$ cat src/rtl/alarm_clock_pkg.sv
package alarm_clock_pkg;

    localparam int unsigned ADDR_W = 5;
    localparam int unsigned NSLOT  = 8;
    localparam int unsigned SEL_W  = $clog2(NSLOT);

    // register slot, indexed by address bits 4:2
    typedef enum logic [SEL_W-1:0] {
        SLOT_TIME_LO  = 3'd0,
        SLOT_TIME_HI  = 3'd1,
        SLOT_ALRM_LO  = 3'd2,
        SLOT_ALRM_HI  = 3'd3,
        SLOT_IRQ_EN   = 3'd4,
        SLOT_CANCEL   = 3'd5,
        SLOT_STATUS   = 3'd6,
        SLOT_ACK      = 3'd7
    } slot_e;

endpackage

$ cat src/rtl/ac_reg_decode.sv
module ac_reg_decode
    import alarm_clock_pkg::*;
(
    input  logic              valid_i,
    input  logic              write_i,
    input  logic [ADDR_W-1:0] addr_i,
    output logic [NSLOT-1:0]  wr_hit_o,
    output logic              rd_hit_o,
    output slot_e             slot_o
);

    logic             aligned;
    logic [SEL_W-1:0] idx;

    assign aligned  = (addr_i[1:0] == 2'b00);
    assign idx      = addr_i[ADDR_W-1:2];
    assign slot_o   = slot_e'(idx);
    assign rd_hit_o = valid_i && !write_i && aligned;

    for (genvar i = 0; i < NSLOT; i++) begin : g_strobe
        assign wr_hit_o[i] = valid_i && write_i && aligned && (idx == SEL_W'(i));
    end

endmodule

$ cat src/rtl/ac_time_counter.sv
module ac_time_counter #(
    parameter int unsigned DATA_W  = 32,
    parameter int unsigned STEP_NS = 20,
    localparam int unsigned TIME_W = 2 * DATA_W
) (
    input  logic              clk_i,
    input  logic              rst_ni,
    input  logic              wr_lo_i,
    input  logic              wr_hi_i,
    input  logic [DATA_W-1:0] wdata_i,
    output logic [TIME_W-1:0] now_o
);

    typedef struct packed {
        logic [TIME_W-1:0] count;
    } cnt_state_t;

    cnt_state_t st_d, st_q;

    always_comb begin
        st_d       = st_q;
        st_d.count = st_q.count + TIME_W'(STEP_NS);
        if (wr_lo_i) begin
            st_d.count = {st_q.count[TIME_W-1:DATA_W], wdata_i};
        end
        if (wr_hi_i) begin
            st_d.count = {wdata_i, st_q.count[DATA_W-1:0]};
        end
    end

    always_ff @(posedge clk_i or negedge rst_ni) begin
        if (!rst_ni) begin
            st_q <= '0;
        end else begin
            st_q <= st_d;
        end
    end

    assign now_o = st_q.count;

endmodule

$ cat src/rtl/ac_alarm_unit.sv
module ac_alarm_unit #(
    parameter int unsigned DATA_W = 32,
    localparam int unsigned TIME_W = 2 * DATA_W
) (
    input  logic              clk_i,
    input  logic              rst_ni,
    input  logic [TIME_W-1:0] now_i,
    input  logic              wr_alo_i,
    input  logic              wr_ahi_i,
    input  logic              wr_ien_i,
    input  logic              wr_cancel_i,
    input  logic              wr_ack_i,
    input  logic [DATA_W-1:0] wdata_i,
    output logic [TIME_W-1:0] alarm_o,
    output logic              running_o,
    output logic              pending_o,
    output logic              enable_o,
    output logic              irq_o
);

    typedef struct packed {
        logic [TIME_W-1:0] alarm;
        logic              running;
        logic              pending;
        logic              enable;
    } alm_state_t;

    alm_state_t        st_d, st_q;
    logic [TIME_W-1:0] arm_val;
    logic              match;

    always_comb begin
        st_d    = st_q;
        arm_val = {st_q.alarm[TIME_W-1:DATA_W], wdata_i};
        match   = st_q.running && (now_i >= st_q.alarm) && !wr_cancel_i;

        // acknowledge first so a match in the same cycle survives
        if (wr_ack_i) begin
            st_d.pending = 1'b0;
        end
        if (match) begin
            st_d.running = 1'b0;
            st_d.pending = 1'b1;
        end
        if (wr_cancel_i) begin
            st_d.running = 1'b0;
        end
        if (wr_ahi_i) begin
            st_d.alarm[TIME_W-1:DATA_W] = wdata_i;
        end
        if (wr_alo_i) begin
            st_d.alarm[DATA_W-1:0] = wdata_i;
            if (arm_val <= now_i) begin
                st_d.running = 1'b0;
                st_d.pending = 1'b1;
            end else begin
                st_d.running = 1'b1;
            end
        end
        if (wr_ien_i) begin
            st_d.enable = wdata_i[0];
        end
    end

    always_ff @(posedge clk_i or negedge rst_ni) begin
        if (!rst_ni) begin
            st_q <= '0;
        end else begin
            st_q <= st_d;
        end
    end

    assign alarm_o   = st_q.alarm;
    assign running_o = st_q.running;
    assign pending_o = st_q.pending;
    assign enable_o  = st_q.enable;
    assign irq_o     = st_q.pending & st_q.enable;

endmodule

$ cat src/rtl/mmio_alarm_clock.sv
module mmio_alarm_clock
    import alarm_clock_pkg::*;
#(
    parameter int unsigned DATA_W  = 32,
    parameter int unsigned STEP_NS = 20
) (
    input  logic              clk_i,
    input  logic              rst_ni,
    input  logic              req_valid_i,
    input  logic              req_write_i,
    input  logic [4:0]        req_addr_i,
    input  logic [DATA_W-1:0] req_wdata_i,
    output logic [DATA_W-1:0] rsp_rdata_o,
    output logic              irq_o
);

    localparam int unsigned TIME_W = 2 * DATA_W;

    logic [NSLOT-1:0]  wr_hit;
    logic              rd_hit;
    slot_e             slot;
    logic [TIME_W-1:0] time_val;
    logic [TIME_W-1:0] alarm_val;
    logic              alarm_running;
    logic              irq_pending;
    logic              irq_enable;

    ac_reg_decode u_dec (
        .valid_i  (req_valid_i),
        .write_i  (req_write_i),
        .addr_i   (req_addr_i),
        .wr_hit_o (wr_hit),
        .rd_hit_o (rd_hit),
        .slot_o   (slot)
    );

    ac_time_counter #(
        .DATA_W  (DATA_W),
        .STEP_NS (STEP_NS)
    ) u_cnt (
        .clk_i   (clk_i),
        .rst_ni  (rst_ni),
        .wr_lo_i (wr_hit[SLOT_TIME_LO]),
        .wr_hi_i (wr_hit[SLOT_TIME_HI]),
        .wdata_i (req_wdata_i),
        .now_o   (time_val)
    );

    ac_alarm_unit #(
        .DATA_W (DATA_W)
    ) u_alm (
        .clk_i       (clk_i),
        .rst_ni      (rst_ni),
        .now_i       (time_val),
        .wr_alo_i    (wr_hit[SLOT_ALRM_LO]),
        .wr_ahi_i    (wr_hit[SLOT_ALRM_HI]),
        .wr_ien_i    (wr_hit[SLOT_IRQ_EN]),
        .wr_cancel_i (wr_hit[SLOT_CANCEL]),
        .wr_ack_i    (wr_hit[SLOT_ACK]),
        .wdata_i     (req_wdata_i),
        .alarm_o     (alarm_val),
        .running_o   (alarm_running),
        .pending_o   (irq_pending),
        .enable_o    (irq_enable),
        .irq_o       (irq_o)
    );

    typedef struct packed {
        logic [DATA_W-1:0] rdata;
    } rsp_state_t;

    rsp_state_t rsp_d, rsp_q;

    always_comb begin
        rsp_d = rsp_q;
        if (rd_hit) begin
            unique case (slot)
                SLOT_TIME_LO: rsp_d.rdata = time_val[DATA_W-1:0];
                SLOT_TIME_HI: rsp_d.rdata = time_val[TIME_W-1:DATA_W];
                SLOT_ALRM_LO: rsp_d.rdata = alarm_val[DATA_W-1:0];
                SLOT_ALRM_HI: rsp_d.rdata = alarm_val[TIME_W-1:DATA_W];
                SLOT_IRQ_EN:  rsp_d.rdata = DATA_W'(irq_enable);
                SLOT_STATUS:  rsp_d.rdata = DATA_W'(alarm_running);
                default:      rsp_d.rdata = '0;
            endcase
        end else if (req_valid_i && !req_write_i) begin
            rsp_d.rdata = '0;
        end
    end

    always_ff @(posedge clk_i or negedge rst_ni) begin
        if (!rst_ni) begin
            rsp_q <= '0;
        end else begin
            rsp_q <= rsp_d;
        end
    end

    assign rsp_rdata_o = rsp_q.rdata;

endmodule

$ cat config.mk
export PLATFORM = sky130hd
export DESIGN_NAME = mmio_alarm_clock
export DESIGN_NICKNAME = d
export VERILOG_FILES = /design/src/rtl/alarm_clock_pkg.sv /design/src/rtl/ac_reg_decode.sv /design/src/rtl/ac_time_counter.sv /design/src/rtl/ac_alarm_unit.sv /design/src/rtl/mmio_alarm_clock.sv
export SDC_FILE = /design/constraint.sdc
export NUM_CORES = 1
export LEC_CHECK = 0
export BUFFER_PORTS_ARGS = -buffer_cell sky130_fd_sc_hd__buf_4
export CAP_MARGIN = 10
export CORE_MARGIN = 1.5
export CORE_UTILIZATION = 59
export DETAILED_ROUTE_END_ITERATION = 12
export HOLD_SLACK_MARGIN = 0.08
export PLACE_DENSITY = 0.77
export SLEW_MARGIN = 20
export SYNTH_ARGS = -nofsm -noshare
export SYNTH_HDL_FRONTEND = slang
export SYNTH_HIERARCHICAL = 1
export SYNTH_SLANG_ARGS = --single-unit
$ cat constraint.sdc
create_clock -name clk_i -period 2.74 [get_ports clk_i]
set_input_delay 0.274 -clock clk_i [delete_from_list [all_inputs] [get_ports clk_i]]
set_output_delay 0.274 -clock clk_i [all_outputs]
set_load 0.02 [all_outputs]
# Word level (Yosys, flattened, before mapping)
# Cells that the tools add are included.
# word_totals
ff_bits	163
latch_bits	0
ramBits	0
romBits	0
inputBits	41
memories	0
# classes
addsub	1
mul	0
n_div	0
order_cmp	2
eq_ne	8
n_shift	0
n_mux	11
bitwise	1
n_reduce_logical	19
# ops
cell	n
32-bit case mux with 6 select lines	1
64-bit 2-to-1 mux	2
64-bit by 5-bit adder with 64-bit output (second input constant)	1
64-bit >= comparator	1
64-bit less-or-equal comparator	1
32-bit 2-to-1 mux	2
1-bit logical AND	13
3-bit equality test (second input constant)	4
3-bit by 2-bit equality test with 1-bit output (second input constant)	2
1-bit 2-to-1 mux	4
2-bit 2-to-1 mux	2
3-bit by 1-bit equality test with 1-bit output (second input constant)	1
3-bit zero test	1
3-bit nonzero test	1
1-bit zero test	2
2-bit zero test	1
2-bit != test (second input constant)	1
2-bit nonzero test	1
1-bit AND	1

# Logic depth before layout (Yosys ltp)
# depth
depth_word	8
depth_mapped	9
ltp_nobuf	9

# Hierarchy
# Netlist, hierarchy kept.
# by_module_without_submodules
mod	n_inst	cells_per_inst	area_per_inst_um2
ac_alarm_unit	1	662	5532.8
ac_time_counter	1	512	4227.8
mmio_alarm_clock	1	162	2087.0
ac_reg_decode	1	17	127.6

# Worst setup path after synthesis
# Ideal clock, no wire load.
# synth_path
kind	register to register
startpoint	reg u_cnt.st_q (netlist bit u_cnt/now_o[59])
endpoint	reg u_alm.st_q (netlist bit u_alm/pending_o)
setup_time_ns	0.124
arrival_ns	2.141
required_time_ns	2.616
setup_slack_ns	0.475
path_stages_with_launch	10
path_buffers	0
path_cell_list	dfrtp_1 -> inv_1 -> ha_1 -> nand4_2 -> nor4_4 -> and2_4 -> o31a_2 -> a311oi_1 -> a41o_1 -> a211o_1
# synth_rtl
item	line	source
start, declared	ac_time_counter.sv:18	cnt_state_t st_d, st_q;
start signal, assigned	ac_time_counter.sv:35	st_q <= st_d;
end signal, assigned	ac_alarm_unit.sv:69	st_q <= st_d;
end, declared	ac_alarm_unit.sv:28	alm_state_t st_d, st_q;

==> metrics <==
status finished, final reports clean; CTS tree done; DRC errors left 0; post-route cell area about 14000 µm²; average wire per standard cell 21.5 µm; DP Wirelength around 27000 µm; Pleak around 6.5 nW; final worst slack ~0.05 ns; Pre-antenna DRT Iters 6; worst-path cell chain inv_1, ha_1, nand4_1, nor4_4, and2_4, o31a_2, a311oi_1, a41o_1, a211o_1; vias per cell 6.54; worst min path class in -> reg; most common cell after layout, fill and taps aside dfrtp_1; starting DRC count in detailed routing around 1200; GR Overflow Total 0; Slew Limit Fails 0; Mapped Area approximately 12000 µm²; Final Hold Fails 0; Clock Skew about 0.011 ns; P per Cell Area 635 nW/µm²; H-tree levels 4; Initial Utilization approximately 61%; non-filler cells in the finished layout around 1700; syn nets roughly 1500; placed cell area ~13000 µm²; # diodes 0; Highest Clock Rate approximately 370 MHz; vias in the first global route 10787; initial antenna violation count 0; Ports 74; Min Hold Slack 0.0920 ns; Total Power between 8 and 9 mW; largest net degree at the start of global routing 96; Slowest cell on crit path nor4_4; maximum capacitance violations 0; max incr delay on CP 0.53 ns; CTS clk-pin slew, worst paths ~0.070 ns; first-pass GRT wire length 58700 µm; Area growth syn-to-layout 15.2%; die width about 150 µm; max_slew headroom 37.3%; worst skew pair latency 0.43 ns; Mean Syn Cell Area roughly 8.9 µm²; Global Route Usage Sum 35.3%; Worst Path Required 3.05 ns; die footprint 21100 µm²; via count 11299; commonest non-fill, non-tap cells in the layout dfrtp_1 (161), nand2_1 (150), buf_4 (142); core area between 15000 and 20000 µm²; Worst-Margin Slew about 0.94 ns; final setup vio count 0; layout cells sized above 1 between 15 and 20%; CP Max Fanout 5; final core area utilization between 70% and 80%; worst-case clock buffer depth 2; ANT nets after route 0; endpoint type of the worst setup path register; height of the die 145 µm; Post-layout nets approximately 1600; clk root buf clkbuf_16; routability cong. between 0.9 and 1; Inserted Clock Buffers 17; Tmin final around 2.7 ns; worst slack at placement between 0.07 and 0.08 ns; DP Cell Count approximately 1700; Critical path buffers and inverters 1; CP Class reg -> reg; Post-Route WL between 30000 and 40000 µm; Sink Count ~160; Tcrit/Tclk final 98.2%; CP top delay family simple AND/OR/NAND/NOR gates; row count 51; critical path arrival roughly 3.0 ns; Peak supply drop around 0.38 mV; Final TNS setup 0 ns; CP startpoint kind register; Cells after Synth 1351; PortBufs 73; Ys Warns 6
## layer usage
metal	track usage, %	wire, µm	up-vias
met5	0	0	-
met2	54.5	16600	667
met1	50.4	15700	5424
met3	6.52	3840	68
met4	11.3	1000	0
li1	-	-	5140
## power breakdown
| part | internal (mW) | switching [mW] |
|---|---|---|
| clock | 1.43 | 1.06 |
| combinational | 1.23 | 1.73 |
| sequential | 2.81 | 0.495 |
## sequential cells by signal, summed over array words and instances, names as in the netlist, named ones only
register and cells:
u_alm/alarm_o 64, u_alm/enable_o 1, u_alm/running_o 1, u_cnt/now_o 62
u_alm/pending_o 1, rsp_rdata_o 32
## worst register-to-register path: cells and delay by family, from the launching register on
| family | cells | cell delay (ns) |
|---|---|---|
| simple gates | 3 | 1.05 |
| compound gates | 4 | 0.73 |
| flops | 1 | 0.41 |
| fa+ha+maj | 1 | 0.33 |
| buf+inv | 1 | 0.06 |
## path summary, 6_finish.rpt
path / startpoint / to / slack (ns) / cells past startpoint
worst max register to register: u_cnt/now_o[51]$_DFFE_PN0P_ / u_alm/pending_o$_DFF_PN0_ / 0.05 / 9
worst max-delay path: u_cnt/now_o[51]$_DFFE_PN0P_ / u_alm/pending_o$_DFF_PN0_ / 0.05 / 9
min in group asynchronous: rst_ni / u_alm/alarm_o[4]$_DFFE_PN0P_ / 0.37 / 2
max in group asynchronous: rst_ni / u_cnt/now_o[49]$_DFFE_PN0P_ / 1.50 / 3
worst min register to register: rsp_rdata_o[19]$_DFFE_PN0P_ / rsp_rdata_o[19]$_DFFE_PN0P_ / 0.51 / 1
worst min-delay path: req_wdata_i[9] / u_alm/alarm_o[41]$_DFFE_PN0P_ / 0.09 / 3
## area by class of cell
cell class | count | area (µm²)
multi-input cells | 979 | 7080
fillers | 1564 | 5870
flip-flops and latches | 163 | 4080
repair buffers | 148 | 1170
inverters | 141 | 529
clock buffers | 22 | 474
well taps | 265 | 332
clock inverters | 10 | 124
## timing repair
action	CTS	global route
endpoints found under the setup margin	0	1
endpoints found under the hold margin	57	0
hold buffers	1	0
setup buffers	0	6
resized for setup	0	4
No activity file was read; power rests on OpenSTA's default activity.
